File: config.mk
export PLATFORM = sky130hd
export DESIGN_NAME = nor_seq_ctrl
export DESIGN_NICKNAME = d
export VERILOG_FILES = /design/src/rtl/nor_seq_pkg.sv /design/src/rtl/nor_seq_cmd.sv /design/src/rtl/nor_seq_timer.sv /design/src/rtl/nor_seq_poll.sv /design/src/rtl/nor_seq_ctrl.sv
export SDC_FILE = /design/constraint.sdc
export NUM_CORES = 1
export LEC_CHECK = 0
export CAP_MARGIN = 20
export CORE_ASPECT_RATIO = 1.75
export CORE_MARGIN = 4
export CORE_UTILIZATION = 44
export CTS_BUF_LIST = sky130_fd_sc_hd__clkbuf_16
export DETAILED_ROUTE_END_ITERATION = 10
export PLACE_DENSITY_LB_ADDON = 0.2
export SYNTH_ARGS = -nofsm -noshare
export SYNTH_HDL_FRONTEND = slang
export SYNTH_SLANG_ARGS = --single-unit
File: constraint.sdc
create_clock -name clk -period 4.2 [get_ports clk]
set_input_delay 0.63 -clock clk [delete_from_list [all_inputs] [get_ports clk]]
set_output_delay 0.63 -clock clk [all_outputs]
set_load 0.01 [all_outputs]
File: src/rtl/nor_seq_pkg.sv
package nor_seq_pkg;

    localparam int UNLK_W = 11;

    typedef enum logic [1:0] {
        OP_PROG = 2'd0,
        OP_SECT = 2'd1,
        OP_CHIP = 2'd2,
        OP_BAD  = 2'd3
    } op_e;

    typedef enum logic [2:0] {
        ST_IDLE,
        ST_WSETUP,
        ST_WPULSE,
        ST_WHOLD,
        ST_PGAP,
        ST_PREAD,
        ST_FIN
    } st_e;

    // One write cycle of a command sequence: fixed offset/code or the request's own fields
    typedef struct packed {
        logic              use_tgt_addr;
        logic              use_tgt_data;
        logic [UNLK_W-1:0] ofs;
        logic [7:0]        code;
    } cyc_t;

    function automatic logic [2:0] last_idx(op_e op);
        return (op == OP_PROG) ? 3'd3 : 3'd5;
    endfunction

    function automatic cyc_t cmd_cycle(op_e op, logic [2:0] idx);
        cyc_t c;
        c = '0;
        if (op == OP_PROG && idx == 3'd3) begin
            c.use_tgt_addr = 1'b1;
            c.use_tgt_data = 1'b1;
        end else begin
            case (idx)
                3'd0, 3'd3: begin c.ofs = 11'h555; c.code = 8'hAA; end
                3'd1, 3'd4: begin c.ofs = 11'h2AA; c.code = 8'h55; end
                3'd2: begin
                    c.ofs  = 11'h555;
                    c.code = (op == OP_PROG) ? 8'hA0 : 8'h80;
                end
                3'd5: begin
                    if (op == OP_SECT) begin
                        c.use_tgt_addr = 1'b1;
                        c.code = 8'h30;
                    end else begin
                        c.ofs  = 11'h555;
                        c.code = 8'h10;
                    end
                end
                default: c = '0;
            endcase
        end
        return c;
    endfunction

    function automatic logic done_bit(op_e op, logic wdata7);
        return (op == OP_PROG) ? wdata7 : 1'b1;
    endfunction

endpackage

File: src/rtl/nor_seq_cmd.sv
module nor_seq_cmd
    import nor_seq_pkg::*;
#(
    parameter int AW = 17
) (
    input  op_e             op,
    input  logic [2:0]      idx,
    input  logic [AW-1:0]   tgt_addr,
    input  logic [7:0]      wdata,
    output logic [AW-1:0]   cyc_addr,
    output logic [7:0]      cyc_data,
    output logic            is_last
);
    localparam int PAD = AW - UNLK_W;

    cyc_t cur;

    always_comb begin
        cur      = cmd_cycle(op, idx);
        cyc_addr = cur.use_tgt_addr ? tgt_addr : {{PAD{1'b0}}, cur.ofs};
        cyc_data = cur.use_tgt_data ? wdata : cur.code;
        is_last  = (idx == last_idx(op));
    end
endmodule

File: src/rtl/nor_seq_timer.sv
module nor_seq_timer #(
    parameter int TMW = 8
) (
    input  logic           clk,
    input  logic           rst,
    input  logic           load,
    input  logic [TMW-1:0] load_val,
    output logic           expired
);
    logic [TMW-1:0] cnt_q;

    // A phase loaded with N lasts N cycles (N >= 1)
    always_ff @(posedge clk) begin
        if (rst)
            cnt_q <= '0;
        else if (load)
            cnt_q <= load_val - 1'b1;
        else if (cnt_q != '0)
            cnt_q <= cnt_q - 1'b1;
    end

    assign expired = (cnt_q == '0);
endmodule

File: src/rtl/nor_seq_poll.sv
module nor_seq_poll
    import nor_seq_pkg::*;
#(
    parameter int              TOW     = 33,
    parameter logic [TOW-1:0]  TO_PROG = 33'd50_000,
    parameter logic [TOW-1:0]  TO_SECT = 33'd1_500_000_000,
    parameter logic [TOW-1:0]  TO_CHIP = 33'd6_000_000_000
) (
    input  logic clk,
    input  logic rst,
    input  logic clear,
    input  logic active,
    input  op_e  op,
    input  logic wdata7,
    input  logic dq7,
    output logic match,
    output logic out_of_time
);
    logic [TOW-1:0] elapsed_q;
    logic [TOW-1:0] limit;

    always_comb begin
        case (op)
            OP_PROG: limit = TO_PROG;
            OP_SECT: limit = TO_SECT;
            default: limit = TO_CHIP;
        endcase
    end

    always_ff @(posedge clk) begin
        if (rst || clear)
            elapsed_q <= '0;
        else if (active && elapsed_q != '1)
            elapsed_q <= elapsed_q + 1'b1;
    end

    assign match       = (dq7 == done_bit(op, wdata7));
    assign out_of_time = ((elapsed_q + 1'b1) >= limit);
endmodule

File: src/rtl/nor_seq_ctrl.sv
module nor_seq_ctrl
    import nor_seq_pkg::*;
#(
    parameter int              AW      = 17,
    parameter int              TMW     = 8,
    parameter int              T_AS    = 2,
    parameter int              T_WP    = 4,
    parameter int              T_WH    = 3,
    parameter int              T_GAP   = 2,
    parameter int              T_RD    = 8,
    parameter int              TOW     = 33,
    parameter logic [TOW-1:0]  TO_PROG = 33'd50_000,
    parameter logic [TOW-1:0]  TO_SECT = 33'd1_500_000_000,
    parameter logic [TOW-1:0]  TO_CHIP = 33'd6_000_000_000
) (
    input  logic          clk,
    input  logic          rst,
    input  logic          req_valid,
    output logic          req_ready,
    input  logic [1:0]    req_op,
    input  logic [AW-1:0] req_addr,
    input  logic [7:0]    req_data,
    output logic          done,
    output logic          error,
    output logic [AW-1:0] fl_addr,
    output logic [7:0]    fl_dq_out,
    output logic          fl_dq_oe,
    input  logic [7:0]    fl_dq_in,
    output logic          fl_ce_n,
    output logic          fl_we_n,
    output logic          fl_oe_n
);
    localparam logic [TMW-1:0] L_AS  = TMW'(T_AS);
    localparam logic [TMW-1:0] L_WP  = TMW'(T_WP);
    localparam logic [TMW-1:0] L_WH  = TMW'(T_WH);
    localparam logic [TMW-1:0] L_GAP = TMW'(T_GAP);
    localparam logic [TMW-1:0] L_RD  = TMW'(T_RD);

    st_e            st_q, st_d;
    op_e            op_q;
    logic [AW-1:0]  addr_q;
    logic [7:0]     data_q;
    logic [2:0]     idx_q, idx_d;
    logic           fail_q, fail_d;

    logic           tmr_load;
    logic [TMW-1:0] tmr_val;
    logic           tmr_exp;
    logic [AW-1:0]  cyc_addr;
    logic [7:0]     cyc_data;
    logic           cyc_last;
    logic           poll_clear, poll_active, poll_match, poll_late;
    logic           accept;
    logic           in_write;

    nor_seq_cmd #(.AW(AW)) u_cmd (
        .op       (op_q),
        .idx      (idx_q),
        .tgt_addr (addr_q),
        .wdata    (data_q),
        .cyc_addr (cyc_addr),
        .cyc_data (cyc_data),
        .is_last  (cyc_last)
    );

    nor_seq_timer #(.TMW(TMW)) u_tmr (
        .clk      (clk),
        .rst      (rst),
        .load     (tmr_load),
        .load_val (tmr_val),
        .expired  (tmr_exp)
    );

    nor_seq_poll #(
        .TOW(TOW), .TO_PROG(TO_PROG), .TO_SECT(TO_SECT), .TO_CHIP(TO_CHIP)
    ) u_poll (
        .clk         (clk),
        .rst         (rst),
        .clear       (poll_clear),
        .active      (poll_active),
        .op          (op_q),
        .wdata7      (data_q[7]),
        .dq7         (fl_dq_in[7]),
        .match       (poll_match),
        .out_of_time (poll_late)
    );

    assign accept      = req_valid && req_ready;
    assign poll_active = (st_q == ST_PGAP) || (st_q == ST_PREAD);
    assign in_write    = (st_q == ST_WSETUP) || (st_q == ST_WPULSE) || (st_q == ST_WHOLD);

    always_comb begin
        st_d       = st_q;
        idx_d      = idx_q;
        fail_d     = fail_q;
        tmr_load   = 1'b0;
        tmr_val    = L_AS;
        poll_clear = 1'b0;
        case (st_q)
            ST_IDLE: begin
                poll_clear = 1'b1;
                idx_d      = '0;
                if (req_valid) begin
                    if (op_e'(req_op) == OP_BAD) begin
                        st_d   = ST_FIN;
                        fail_d = 1'b1;
                    end else begin
                        st_d     = ST_WSETUP;
                        fail_d   = 1'b0;
                        tmr_load = 1'b1;
                        tmr_val  = L_AS;
                    end
                end
            end
            ST_WSETUP: if (tmr_exp) begin
                st_d = ST_WPULSE; tmr_load = 1'b1; tmr_val = L_WP;
            end
            ST_WPULSE: if (tmr_exp) begin
                st_d = ST_WHOLD; tmr_load = 1'b1; tmr_val = L_WH;
            end
            ST_WHOLD: if (tmr_exp) begin
                tmr_load = 1'b1;
                if (cyc_last) begin
                    st_d       = ST_PGAP;
                    tmr_val    = L_GAP;
                    poll_clear = 1'b1;
                end else begin
                    st_d    = ST_WSETUP;
                    tmr_val = L_AS;
                    idx_d   = idx_q + 3'd1;
                end
            end
            ST_PGAP: if (tmr_exp) begin
                st_d = ST_PREAD; tmr_load = 1'b1; tmr_val = L_RD;
            end
            ST_PREAD: if (tmr_exp) begin
                if (poll_match) begin
                    st_d = ST_FIN; fail_d = 1'b0;
                end else if (poll_late) begin
                    st_d = ST_FIN; fail_d = 1'b1;
                end else begin
                    st_d = ST_PGAP; tmr_load = 1'b1; tmr_val = L_GAP;
                end
            end
            ST_FIN:  st_d = ST_IDLE;
            default: st_d = ST_IDLE;
        endcase
    end

    always_ff @(posedge clk) begin
        if (rst) begin
            st_q   <= ST_IDLE;
            op_q   <= OP_PROG;
            addr_q <= '0;
            data_q <= '0;
            idx_q  <= '0;
            fail_q <= 1'b0;
        end else begin
            st_q   <= st_d;
            idx_q  <= idx_d;
            fail_q <= fail_d;
            if (accept) begin
                op_q   <= op_e'(req_op);
                addr_q <= req_addr;
                data_q <= req_data;
            end
        end
    end

    assign req_ready = (st_q == ST_IDLE);
    assign done      = (st_q == ST_FIN) && !fail_q;
    assign error     = (st_q == ST_FIN) && fail_q;
    assign fl_ce_n   = !(in_write || st_q == ST_PREAD);
    assign fl_we_n   = (st_q != ST_WPULSE);
    assign fl_oe_n   = (st_q != ST_PREAD);
    assign fl_dq_oe  = in_write;
    assign fl_addr   = in_write ? cyc_addr : addr_q;
    assign fl_dq_out = cyc_data;

    a_r12_we_under_ce: assert property (@(posedge clk) disable iff (rst)
        !fl_we_n |-> !fl_ce_n);

    a_r12_no_we_oe_overlap: assert property (@(posedge clk) disable iff (rst)
        !fl_we_n |-> fl_oe_n);

    a_r6_stable_in_strobe: assert property (@(posedge clk) disable iff (rst)
        (!fl_we_n && $past(!fl_we_n)) |-> ($stable(fl_addr) && $stable(fl_dq_out)));

    a_r6_hold_after_rise: assert property (@(posedge clk) disable iff (rst)
        $rose(fl_we_n) |-> ($stable(fl_addr) && $stable(fl_dq_out) && fl_dq_oe));

    a_r7_bus_released_in_read: assert property (@(posedge clk) disable iff (rst)
        !fl_oe_n |-> !fl_dq_oe);

    a_r9_single_pulse: assert property (@(posedge clk) disable iff (rst)
        (done || error) |=> (!done && !error && req_ready));

    a_r9_not_both: assert property (@(posedge clk) disable iff (rst)
        !(done && error));

    a_r11_busy_after_accept: assert property (@(posedge clk) disable iff (rst)
        (req_valid && req_ready) |=> !req_ready);
endmodule

==> results.txt, run 1 <==
The via count of the first global-routing pass came out at 4908. The share of the synthesized area in the top cell type came out at 0.307. The proportion of synthesized flip-flops having asynchronous set or reset works out to 0. The tools report the total placed cells including tap cells as 838. OpenSTA, run right after detailed placement, puts the worst setup slack at 135 ps. The tools report the first-pass GRT wire length as 22300 microns. After synthesis the cells add up to 4890 sq um.

For the worst voltage drop across the vdd grid, the log shows 0.534 mV. The tools report the maximum number of pins on one net before global-route repair as 34. The worst setup path is of the reg -> reg kind.

The initial core utilization was 0.454; the final cycle utilization of the critical path was 0.964. The aggregate global routing overflow was 0. The per-cell via count in the routed design was 5.70; the die width was 87.7 microns. The proportion of layout cells with a drive suffix above 1 came out at 0.106.

Of all nets on the critical path, the largest fanout is 6. Setup violations remaining at the end of the flow were counted as 0. The number of standard cells in the layout, taps in and fillers out is 854. The count of nets left with antenna violations once routing finished came out at 0.

The cell type contributing the most total cell area after synthesis was dfxtp_1. The number of levels in the clock H-tree was 3; the number of warnings printed during yosys synthesis was 0. The dominant register cell in the synthesized netlist was dfxtp_1. Counting every sink on the clock net gives 75.

TritonCTS built the clock tree. The average instance in the mapped netlist occupies 7.54 sq um. The tools report the global-route total usage across every layer as 0.212.

For this design the ratio of total power to cell area is 536 nW/um^2. After clock tree synthesis, the clock-pin slew on the worst setup and hold paths is 60 ps. Data on the critical path is required at its endpoint by 4450 ps. The run gives 2.43 nW as the leakage power figure. After synthesis, the netlist uses 54 different library cells.

Based on the critical path, the design can be clocked at up to 247 MHz. For this block, the initial DRC count from the detailed router was 275. The die covers 12900 sq um. Yosys instantiated no cell more often than nand2_1. The repair_antennas step left the layout with diodes totalling 0. The tools report the count of max-cap constraint violations as 0. By area the synthesized netlist is led by dfxtp_1, ha_1, nand2_1. The core occupancy in the finished layout is 0.580, and the overall via count from detail_route is 4869. Library cell used as clock root buffer: clkbuf_16. The total routed wirelength was 13200 microns; the minimum setup slack in the final design was 149 ps.

Port buffering added 62 buffers. The cell count after synthesis came out at 648. In this run the core area contains 50 standard-cell rows. The worst setup path is captured at a flip-flop. The floorplan die height is 147 microns, and the hold violation total from the final report is 0. Transition time at the pin with the least slew margin: 1000 ps. The min-delay analysis places its worst path in the category reg -> reg.

Before antenna repair, the detailed router went through 6 iterations. The number of synthesized flops with an enable pin is 0, and the maximum clock path buffer count is 2. The run finished with clean final reports. The run gives 0 as the number of buffers inserted by hold repair at cts. The final number of max-transition violations was 0. The residual DRC count was 0. The final worst clock skew came out at 5.10 ps.

The congestion estimate from routability-driven global placement came to 0.863. The tools report the arrival time of data at the critical path endpoint as 4300 ps. The tools report the worst-case headroom to the max-slew limit as 0.331. In this run the standard cell core region covers 10800 sq um. The average wire per cell in the routed design is 15.5 microns.

The fraction of the yosys area taken by sequential cells was 0.307; the growth of design area from synthesis to finish was 27.6%. By count the netlist is led by nand2_1, nor2_1, dfxtp_1. For the finished layout, the period the worst path requires is 4050 ps. In this run, CTS created clock tree buffers numbering 9. Setup slack on the worst reg-to-reg path comes out at 150 ps. Counting flops and latches in the post-synthesis netlist gives 75.

The I/O pin count came out at 70. The logs give 0 for the initial antenna violation count and 718 for the number of nets produced by synthesis. The critical path startpoint category was a flip-flop. The final layout contains 790 nets. Once detailed placement completed, the half-perimeter wirelength came to 9680 microns. Clock latency on the worst-skew pair, taken at its later pin, is 340 ps.
## kinds of logic after synthesis
kind of cell               synth area share
muxes                               0.00819
and+or+nand+nor                       0.285
DFF                                   0.307
xor gates and xnor gates              0.113
buffers and inverters                0.0417
adders and majority gates            0.0819
AOI/OAI and AO/OA                     0.164
## layer usage
layer	GRT usage	vias up	part of all wire
met2	0.387	116	0.55
met3	0.0424	26	0.038
met5	0	-	0
li1	-	2395	-
met4	0.0945	0	0.023
met1	0.227	2332	0.38
## sequential cells by signal, summed over array words and instances (netlist names)
name,flops
st_q,3
data_q,8
addr_q,17
u_tmr.cnt_q,8
u_poll.elapsed_q,33
idx_q,3
fail_q,1
op_q,2
## per-stage QoR
stage               power, mW  hold slack [ps]  setup TNS, ps  area [sq um]
floorplan                1.79              432              0          4890
global placement         2.34              437              0          5770
detailed placement       2.36              449              0          5770
CTS                      3.32              458              0          6130
global route             3.56              470           -264          6240
finish                   3.34              454              0          6240
## report_power, final
group | switching, mW | internal, mW
clock | 0.311 | 0.640
sequential | 0.0556 | 0.801
combinational | 0.865 | 0.670
total | 1.23 | 2.11
## worst max-delay path, cell delays in order (launching register included)
cell	delay, ps
dfxtp_2	390
and3_1	240
buf_4	160
nand4_1	240
nor4_2	310
buf_4	180
and3_1	150
ha_1	250
ha_1	230
or3_1	390
nor4_1	280
or3b_4	210
and3_1	160
a21oi_2	50
a211oi_2	360
nor2_2	100
o32ai_2	260
## area by class of cell
class                           count  area, sq um
Clock buffer                        9          225
Clock inverter                      6          138
Fill cell                        1005         4520
Inverter                           16         60.1
Multi-Input combinational cell    523         3270
Sequential cell                    75         1510
Tap cell                          130          163
Timing Repair Buffer               95          868
## layout by cell type, fill, tap and decap left out, types with 4 or more instances in the layout
cell type	Yosys	final
a21oi_1	55	54
inv_1	16	16
and2_1	7	7
mux2i_1	4	4
nor4_1	10	8
and4_1	6	6
bufinv_16	0	4
or3_1	11	8
xnor2_1	35	35
a31oi_1	5	5
nand3_1	24	23
a21o_1	9	9
nor2_1	82	81
buf_4	1	33
clkdlybuf4s50_1	0	62
ha_1	32	31
nor3_1	17	17
o21a_1	11	11
nand4_1	13	13
xor2_1	28	28
a211oi_1	5	4
dfxtp_1	75	71
nand2b_1	4	4
nor3b_1	4	4
nand2_1	99	99
o21ai_0	16	15
and3_1	7	6
clkbuf_16	0	9
## final timing paths
path | from | endpoint | depth (start not counted)
worst max-delay path | u_poll.elapsed_q[5] | u_tmr.cnt_q[0] | 16
worst min-delay path | addr_q[13] | addr_q[13] | 2
worst max register to register | u_poll.elapsed_q[5] | u_tmr.cnt_q[0] | 16
worst min register to register | addr_q[13] | addr_q[13] | 2
## repair_timing
item                                   CTS  global route
resized for setup                        0            24
setup endpoints to repair                0            10
endpoints found under the hold margin    0             0
setup buffers                            0             1
Note: power is estimated with default switching activity, not from simulation.
==> run 2, diff against run 1 <==
CORE_MARGIN = not set   (was 4)
CTS_BUF_LIST = not set   (was sky130_fd_sc_hd__clkbuf_16)
==> run 2 against run 1 <==
Net effect:
- setup slack got worse by 21 ps
- largest power group unchanged
- first-iteration DRC count fell by 24%
- sequential power rose by 2%
- sequential share of layout area rose by 0.34 points
- routed wire length fell by 3.9%
- clock skew rose by 3.5 ps
- power fell by 4.9%
- highest routed layer unchanged
- clock power fell by 13%
==> results.txt, run 2 (synthesis results as in run 1) <==
The flow ran to the end, and the final reports show no timing, DRC or antenna violations. The total number of clock tree sinks was 75 (unchanged); the number of buffers inserted by hold repair at cts was 0 (unchanged). The number of levels in the clock H-tree is 3 (unchanged), and the required time of the critical path is 4430 ps (-20 ps).

The tools report the via count of the first global-routing pass as 4750 (-3.2%). The most critical setup path has its startpoint at u_poll.elapsed_q[6]. The final number of max-transition violations was 0 (unchanged). The average wire per cell in the routed design was 14.9 microns (-3.9%); the post-placement setup slack was 107 ps (-28.7 ps). The length in cells of the worst reg-to-reg path came out at 16 (unchanged). Worst voltage drop across the vdd grid: 0.382 mV (-29%). The number of antenna diodes is 0 (unchanged). The tools report the first-iteration detailed-routing DRC count as 209 (-24%). The most common cell after layout, fill and taps aside was nand2_1. The minimum setup slack in the final design was 128 ps (-20.9 ps); the setup total negative slack was 0 ps (unchanged). The count of fill cells added during filler insertion is 1026 (+2.1%), and the transition time at the pin with the least slew margin is 972 ps (-28.1 ps). The proportion of layout cells with a drive suffix above 1 was 0.0912 (-0.0152); the initial antenna violation count was 0 (unchanged). The worst-case headroom to the max-slew limit is 0.350 (+0.0188), and the time the final worst path needs with I/O delays and setup is 4070 ps (+21.0 ps). The number of port buffers is 62 (unchanged).

The first-pass GRT wire length is 21300 microns (-4.5%). For the number of standard-cell rows in the floorplan, the log shows 50 (unchanged). The worst hold slack came out at 455 ps (+0.650 ps).

The post-route total power was 3.18 mW (-4.9%). The tools report the number of nets with antenna violations after detailed routing as 0 (unchanged). The endpoint identified for the worst register-to-register timing path is u_tmr.cnt_q[1]. The tools report the final worst clock skew as 8.55 ps (+3.45 ps). The power density over the cells is 519 nW/um^2 (-3.2%). The final net count was 789 (-0.13%). The run gives 5 (-1) as the first-pass iteration count of the detailed router. The final cycle utilization of the critical path is 0.969 (+0.00499). The I/O pin count is 70 (unchanged), and the growth of design area from synthesis to finish is 25.4%. The hold violation total from the final report was 0 (unchanged); the total routed wire length on the met1 layer was 4860 microns (-4.4%). The critical path ends at u_tmr.cnt_q[1].

The residual DRC count is 0 (unchanged). The tree is rooted in a clkbuf_16. The maximum fanout encountered on the critical timing path came out at 5 (-1). The path class of the tightest hold or removal check is reg -> reg. In the layout the commonest cells are nand2_1, nor2_1, dfxtp_1, clkdlybuf4s50_1, a21oi_1.

The register-to-register path setup slack was 130 ps (-20 ps). Count of max-cap constraint violations: 0 (unchanged). The number of standard cells in the layout, taps in and fillers out came out at 854 (unchanged). STA classifies the critical path endpoint as a flip-flop. The clock-pin slew on the worst setup and hold paths came out at 60 ps (about the same). The total routed wirelength is 12700 microns (-3.9%). The highest metal layer carrying signal wires in the routed design is met4.

The run gives 10800 sq um (unchanged) as the core box area. The run gives 0.454 (unchanged) as the initial core utilization. Setup repair after global routing left no endpoint under its margin. The tools report the routed wire length on met2 as 6980 microns (-4.9%). The half-perimeter wire length after placement was 9540 microns (-1.4%); the maximum number of pins on one net before global-route repair was 34 (unchanged).

The per-cell via count in the routed design was 5.65 (-0.94%); the aggregate global routing overflow was 0 (unchanged). The die width is 81.7 microns (-6.8%). For the area of the die, the log shows 11600 sq um (-11%). In this run the most critical hold path is launched from addr_q[12].

TritonCTS built the clock tree. The floorplan die height is 141 microns (-4.1%). The flip-flop count of the largest register, all copies and words added is 33 (unchanged). Total placed cells including tap cells: 837 (-0.12%). Overall via count from detail_route: 4823 (-0.94%).

Arrival time of data at the critical path endpoint: 4300 ps (about the same). The tools report the routability congestion estimate as 0.892 (+3.4%). The tools report the maximum clock path buffer count as 2 (unchanged).

The worst hold path cell count works out to 2 (unchanged). The leakage power figure was 2.39 nW (-1.6%); the fmax was 246 MHz (-0.51%). Global-route total usage across every layer: 0.235 (+0.0229).

The largest registers in the layout are u_poll.elapsed_q x33, addr_q x17. The tools report the routed wire length on met3 as 511 microns (+2.6%). The worst register-to-register path begins at u_poll.elapsed_q[6]. The worst setup path is of the reg -> reg kind. The logs give 0 (unchanged) for the total setup violations reported at the end of the flow and 340 ps (about the same) for the latest clock arrival within the worst-skew pair. The register containing the most flip-flops in the final layout was u_poll.elapsed_q. STA classifies the critical path startpoint as a flip-flop. The run gives 9 (unchanged) as the number of buffers inserted during clock tree synthesis.
==> run 2: cell types whose count changed in the layout (fill, tap and decap cells not counted), sizes merged <==
cell,before,now
buf,33,32
bufinv,4,2
clkinvlp,0,1
inv,17,16
clkbuf,9,10
clkinv,1,3
==> run 2: power by group <==
| group | switching [mW] | internal [mW] | leakage, nW | total, mW |
|---|---|---|---|---|
| logic | 0.827 | 0.649 | 1.62 | 1.48 |
| clock network | 0.311 | 0.521 | 0.153 | 0.832 |
| registers | 0.0706 | 0.801 | 0.611 | 0.872 |
| total | 1.21 | 1.97 | 2.39 | 3.18 |
==> run 2: stage by stage <==
stage | util | instance area, sq um
global route | 0.570 | 6130
global placement | 0.536 | 5760
finish | 0.570 | 6130
floorplan | - | 4890
detailed placement | 0.536 | 5760
CTS | 0.565 | 6080
==> run 2: layer usage <==
metal	GRT usage	vias to the layer above
met5	0	-
met4	0.0951	0
met3	0.0399	30
met2	0.445	124
met1	0.244	2264
li1	-	2405
==> run 2: final cells by class <==
class | count | area, sq um | share of cell area
flip-flops and latches | 75 | 1500 | 0.245
multi-input cells | 523 | 3220 | 0.526
repair buffers | 94 | 861 | 0.140
clock inverters | 6 | 90.1 | 0.0147
clock buffers | 10 | 229 | 0.0374
well taps | 130 | 163 | 0.0265
inverters | 16 | 60.1 | 0.00980
==> run 2: what timing repair did <==
item / in CTS / in global routing
setup buffers: 0 / 1
setup endpoints to repair: 0 / 15
resized for setup: 0 / 11
==> run 2: how the worst min path moves through the flow <==
stage	endpoint
floorplan	addr_q[11]
global placement	addr_q[14]
detailed placement	addr_q[12]
CTS	addr_q[12]
global route	addr_q[12]
finish	addr_q[12]
==> run 2: worst max-delay path, stage by stage (launching register included) <==
cell	delay, ps
dfxtp_1	430
and3_1	270
nand2_2	90
or4_1	460
or3_1	390
nor2_1	140
xor2_1	170
ha_1	190
a211o_1	160
nor4_1	50
o21ai_1	90
or3b_2	500
and3_1	170
a21oi_2	150
a211oi_2	120
or3_1	420
o32ai_1	180
==> run 3, diff against run 2 <==
ABC_AREA = 1   (was not set)
clock period = 4 ns   (was 4.2 ns; I/O delays follow)
==> run 3 against run 2 <==
Net effect:
- clock power fell by 10%
- core utilization is 0.41 points higher
- cell count up 17%
- via count up 7.6%
- register-to-register slack better by 120 ps
- first-iteration DRC count decreased by 0.48%
- critical endpoint is now u_tmr.cnt_q[6]
- largest power group unchanged
- highest routed layer unchanged
==> results.txt, run 3 <==
The synthesized flop and latch total came out at 75 (unchanged). In the layout the commonest cells are nand2_1, inv_1, nor2_1, a21oi_1, dfxtp_1. The run gives 0 (unchanged) as the number of nets with antenna violations after detailed routing.

The path class of the tightest hold or removal check is reg -> reg. Among cell families on the critical path, the largest total delay comes from simple AND/OR/NAND/NOR gates. The number of port buffers was 62 (unchanged). The residual DRC count is 0 (unchanged), and the count of cell types in the netlist is 36 (-33%). The final cycle utilization of the critical path was 0.938 (-0.0312); the transition time at the pin with the least slew margin was 850 ps (-122 ps). Average cell area after synthesis: 6.53 sq um (-13%). The floorplan die height was 144 microns (+2.1%).

The time the final worst path needs with I/O delays and setup came out at 3750 ps (-319 ps). The final net count came out at 934 (+18%). The critical path in this run is classified as reg -> reg. The logs give 5100 sq um (+4.2%) for the cell area after synthesis and 1001 (+17%) for the number of standard cells in the layout, taps in and fillers out. The run gives 22500 microns (+5.6%) as the first-pass GRT wire length. The number of synthesized flops with an enable pin came out at 0 (unchanged). For the count of max-cap constraint violations, the log shows 0 (unchanged). The die width is 83.4 microns (+2.1%), and the arrival time of data at the critical path endpoint is 3980 ps (-320 ps). The maximum clock path buffer count came out at 2 (unchanged). The cell sitting at the root of the clock tree is a clkbuf_16. The run gives 11200 sq um (+4.4%) as the core box area.

The run gives 1500 sq um (unchanged) as the register cell area after layout. The synthesized design spends more area on one cell type than any other, namely dfxtp_1. The total buffers and inverters traversed by the critical path works out to 2 (+2). TritonCTS built the clock tree. The count of fill cells added during filler insertion came out at 1111 (+8.3%). The run gives 3.45 mW (+8.4%) as the post-route total power. The area of the die is 12000 sq um (+4.2%), and the power density over the cells is 535 nW/um^2 (+3.1%).

Initial core utilization: 0.454 (-0.000537). The tools report the half-perimeter wire length after placement as 10800 microns (+13%). The total placed cells including tap cells is 980 (+17%). The tools report the final worst clock skew as 6.39 ps (-2.17 ps). For the hold violation total from the final report, the log shows 0 (unchanged). The fraction of the yosys area taken by sequential cells was 0.295 (-0.0125); the overall via count from detail_route was 5190 (+7.6%).

The number of warnings printed during yosys synthesis came out at 0 (unchanged). The first-iteration detailed-routing DRC count came out at 208 (-0.48%). By area the synthesized netlist is led by dfxtp_1, nand2_1, inv_1. The logs give 13900 microns (+9.7%) for the total routed wirelength and 75 (unchanged) for the total number of clock tree sinks. The global-route total usage across every layer was 0.233 (-0.00117); the via count of the first global-routing pass was 4988 (+5.0%). The required time of the critical path is 4230 ps (-200 ps). The number of buffers inserted during clock tree synthesis was 9 (unchanged). The proportion of layout cells with a drive suffix above 1 works out to 0.121 (+0.0297).

The worst voltage drop across the vdd grid was 0.487 mV (+28%); the share of the synthesized area in the top cell type was 0.295 (-0.0125). The total setup violations reported at the end of the flow was 0 (unchanged); the leakage power figure was 2.89 nW (+21%). The flip-flop count of the largest register, all copies and words added is 33 (unchanged). The average wire per cell in the routed design was 13.9 microns (-6.4%).

The final number of max-transition violations came out at 0 (unchanged). The tools report the number of antenna diodes as 0 (unchanged). The largest registers in the layout are u_poll.elapsed_q x33, addr_q x17. The maximum fanout encountered on the critical timing path is 4 (-1). The commonest cells after synthesis are nand2_1, inv_1, a21oi_1, nor2_1, dfxtp_1.

Latest clock arrival within the worst-skew pair: 340 ps (about the same). The tools report the critical path startpoint category as a flip-flop. The per-cell via count in the routed design is 5.18 (-8.2%). For the number of buffers inserted by hold repair at cts, the log shows 0 (unchanged). For the number of levels in the clock H-tree, the log shows 3 (unchanged). STA classifies the critical path endpoint as a flip-flop. For the number of nets produced by synthesis, the log shows 850 (+18%). The post-placement setup slack was -46.1 ps (-153 ps). For the maximum number of pins on one net before global-route repair, the log shows 42 (+24%). The proportion of synthesized flip-flops having asynchronous set or reset was 0 (unchanged); the first-pass iteration count of the detailed router was 4 (-1). The tools report the fmax as 266 MHz (+8.5%).

The most common cell after layout, fill and taps aside was nand2_1. The tools report the worst hold slack as 450 ps (-4.68 ps). The aggregate global routing overflow was 0 (unchanged). The tools report the routability congestion estimate as 1.01 (+14%).

The highest cell delay on the worst timing path works out to 350 ps (-150 ps). The run finished with clean final reports. The minimum setup slack in the final design is 247 ps (+119 ps), and the count of mapped cells out of synthesis is 780 (+20%). On the critical path, the stage with the largest delay is an instance of dfxtp_2.

Clock-pin slew on the worst setup and hold paths: 60 ps (about the same). The initial antenna violation count was 0 (unchanged). By instance count, the leading cell after synthesis is nand2_1. The I/O pin count is 70 (unchanged). The footprint of the multi-input gates came out at 3190 sq um (-1.0%). Register containing the most flip-flops in the final layout: u_poll.elapsed_q.

The run gives 51 (+2.0%) as the number of standard-cell rows in the floorplan. Compared with the post-synthesis result, the final layout area differs by 26.4%. The run gives 0.431 (+0.0810) as the worst-case headroom to the max-slew limit. The dominant register cell in the synthesized netlist is dfxtp_1.
-- run 3: tightest hold or removal path, delay by kind of cell (launching register included) --
kind                   cells  cell delay (ps)
AOI/OAI and AO/OA          1               50
buffers and inverters      1               60
DFF                        1              300
-- run 3: path summary, 6_finish.rpt --
path | cells past startpoint | startpoint | to | slack (ps)
setup / recovery | 29 | u_poll.elapsed_q[1] | u_tmr.cnt_q[6] | 250
hold / removal | 2 | addr_q[9] | addr_q[9] | 450
setup reg to reg | 29 | u_poll.elapsed_q[1] | u_tmr.cnt_q[6] | 250
hold reg to reg | 2 | addr_q[9] | addr_q[9] | 450
-- run 3: cells by family (layout without fill, tap and decap cells) --
group / after synthesis / count (layout) / share of synthesized area
adders and majority gates: 32 / 32 / 0.0786
and+or+nand+nor: 351 / 351 / 0.319
DFF: 75 / 75 / 0.295
xor gates and xnor gates: 26 / 26 / 0.0447
AOI/OAI and AO/OA: 161 / 161 / 0.164
buffers and inverters: 135 / 224 / 0.0997
-- run 3: layout make-up --
| class | instances | share of cell area |
|---|---|---|
| clock buffers | 10 | 0.0355 |
| flip-flops and latches | 75 | 0.233 |
| well taps | 132 | 0.0256 |
| clock inverters | 6 | 0.00660 |
| multi-input cells | 570 | 0.495 |
| inverters | 111 | 0.0647 |
| repair buffers | 97 | 0.139 |
-- run 3: repair_timing --
action                                  in CTS  in global routing
resized for setup                            1                 18
endpoints found under the setup margin       7                 10
pin swaps                                    0                 14
buffers inserted                             0                  5
-- run 3: power breakdown --
part	total [mW]	switching, mW	internal, mW	leakage, nW
clock network	0.746	0.326	0.420	0.128
logic	1.72	1.04	0.686	2.15
registers	0.977	0.0917	0.885	0.613
-- run 3: routing by layer --
metal,up-vias,part of all wire,global-route usage
met1,2349,0.38,0.237
met2,127,0.55,0.452
li1,2681,-,-
met3,33,0.034,0.0325
met5,-,0,0
met4,0,0.037,0.132
-- run 3: metrics by stage --
stage                util  setup TNS (ps)  cell area [sq um]
finish              0.574               0               6440
global route        0.574            -159               6440
floorplan               -               0               5100
global placement    0.536               0               6020
CTS                 0.561               0               6300
detailed placement  0.536            -158               6020
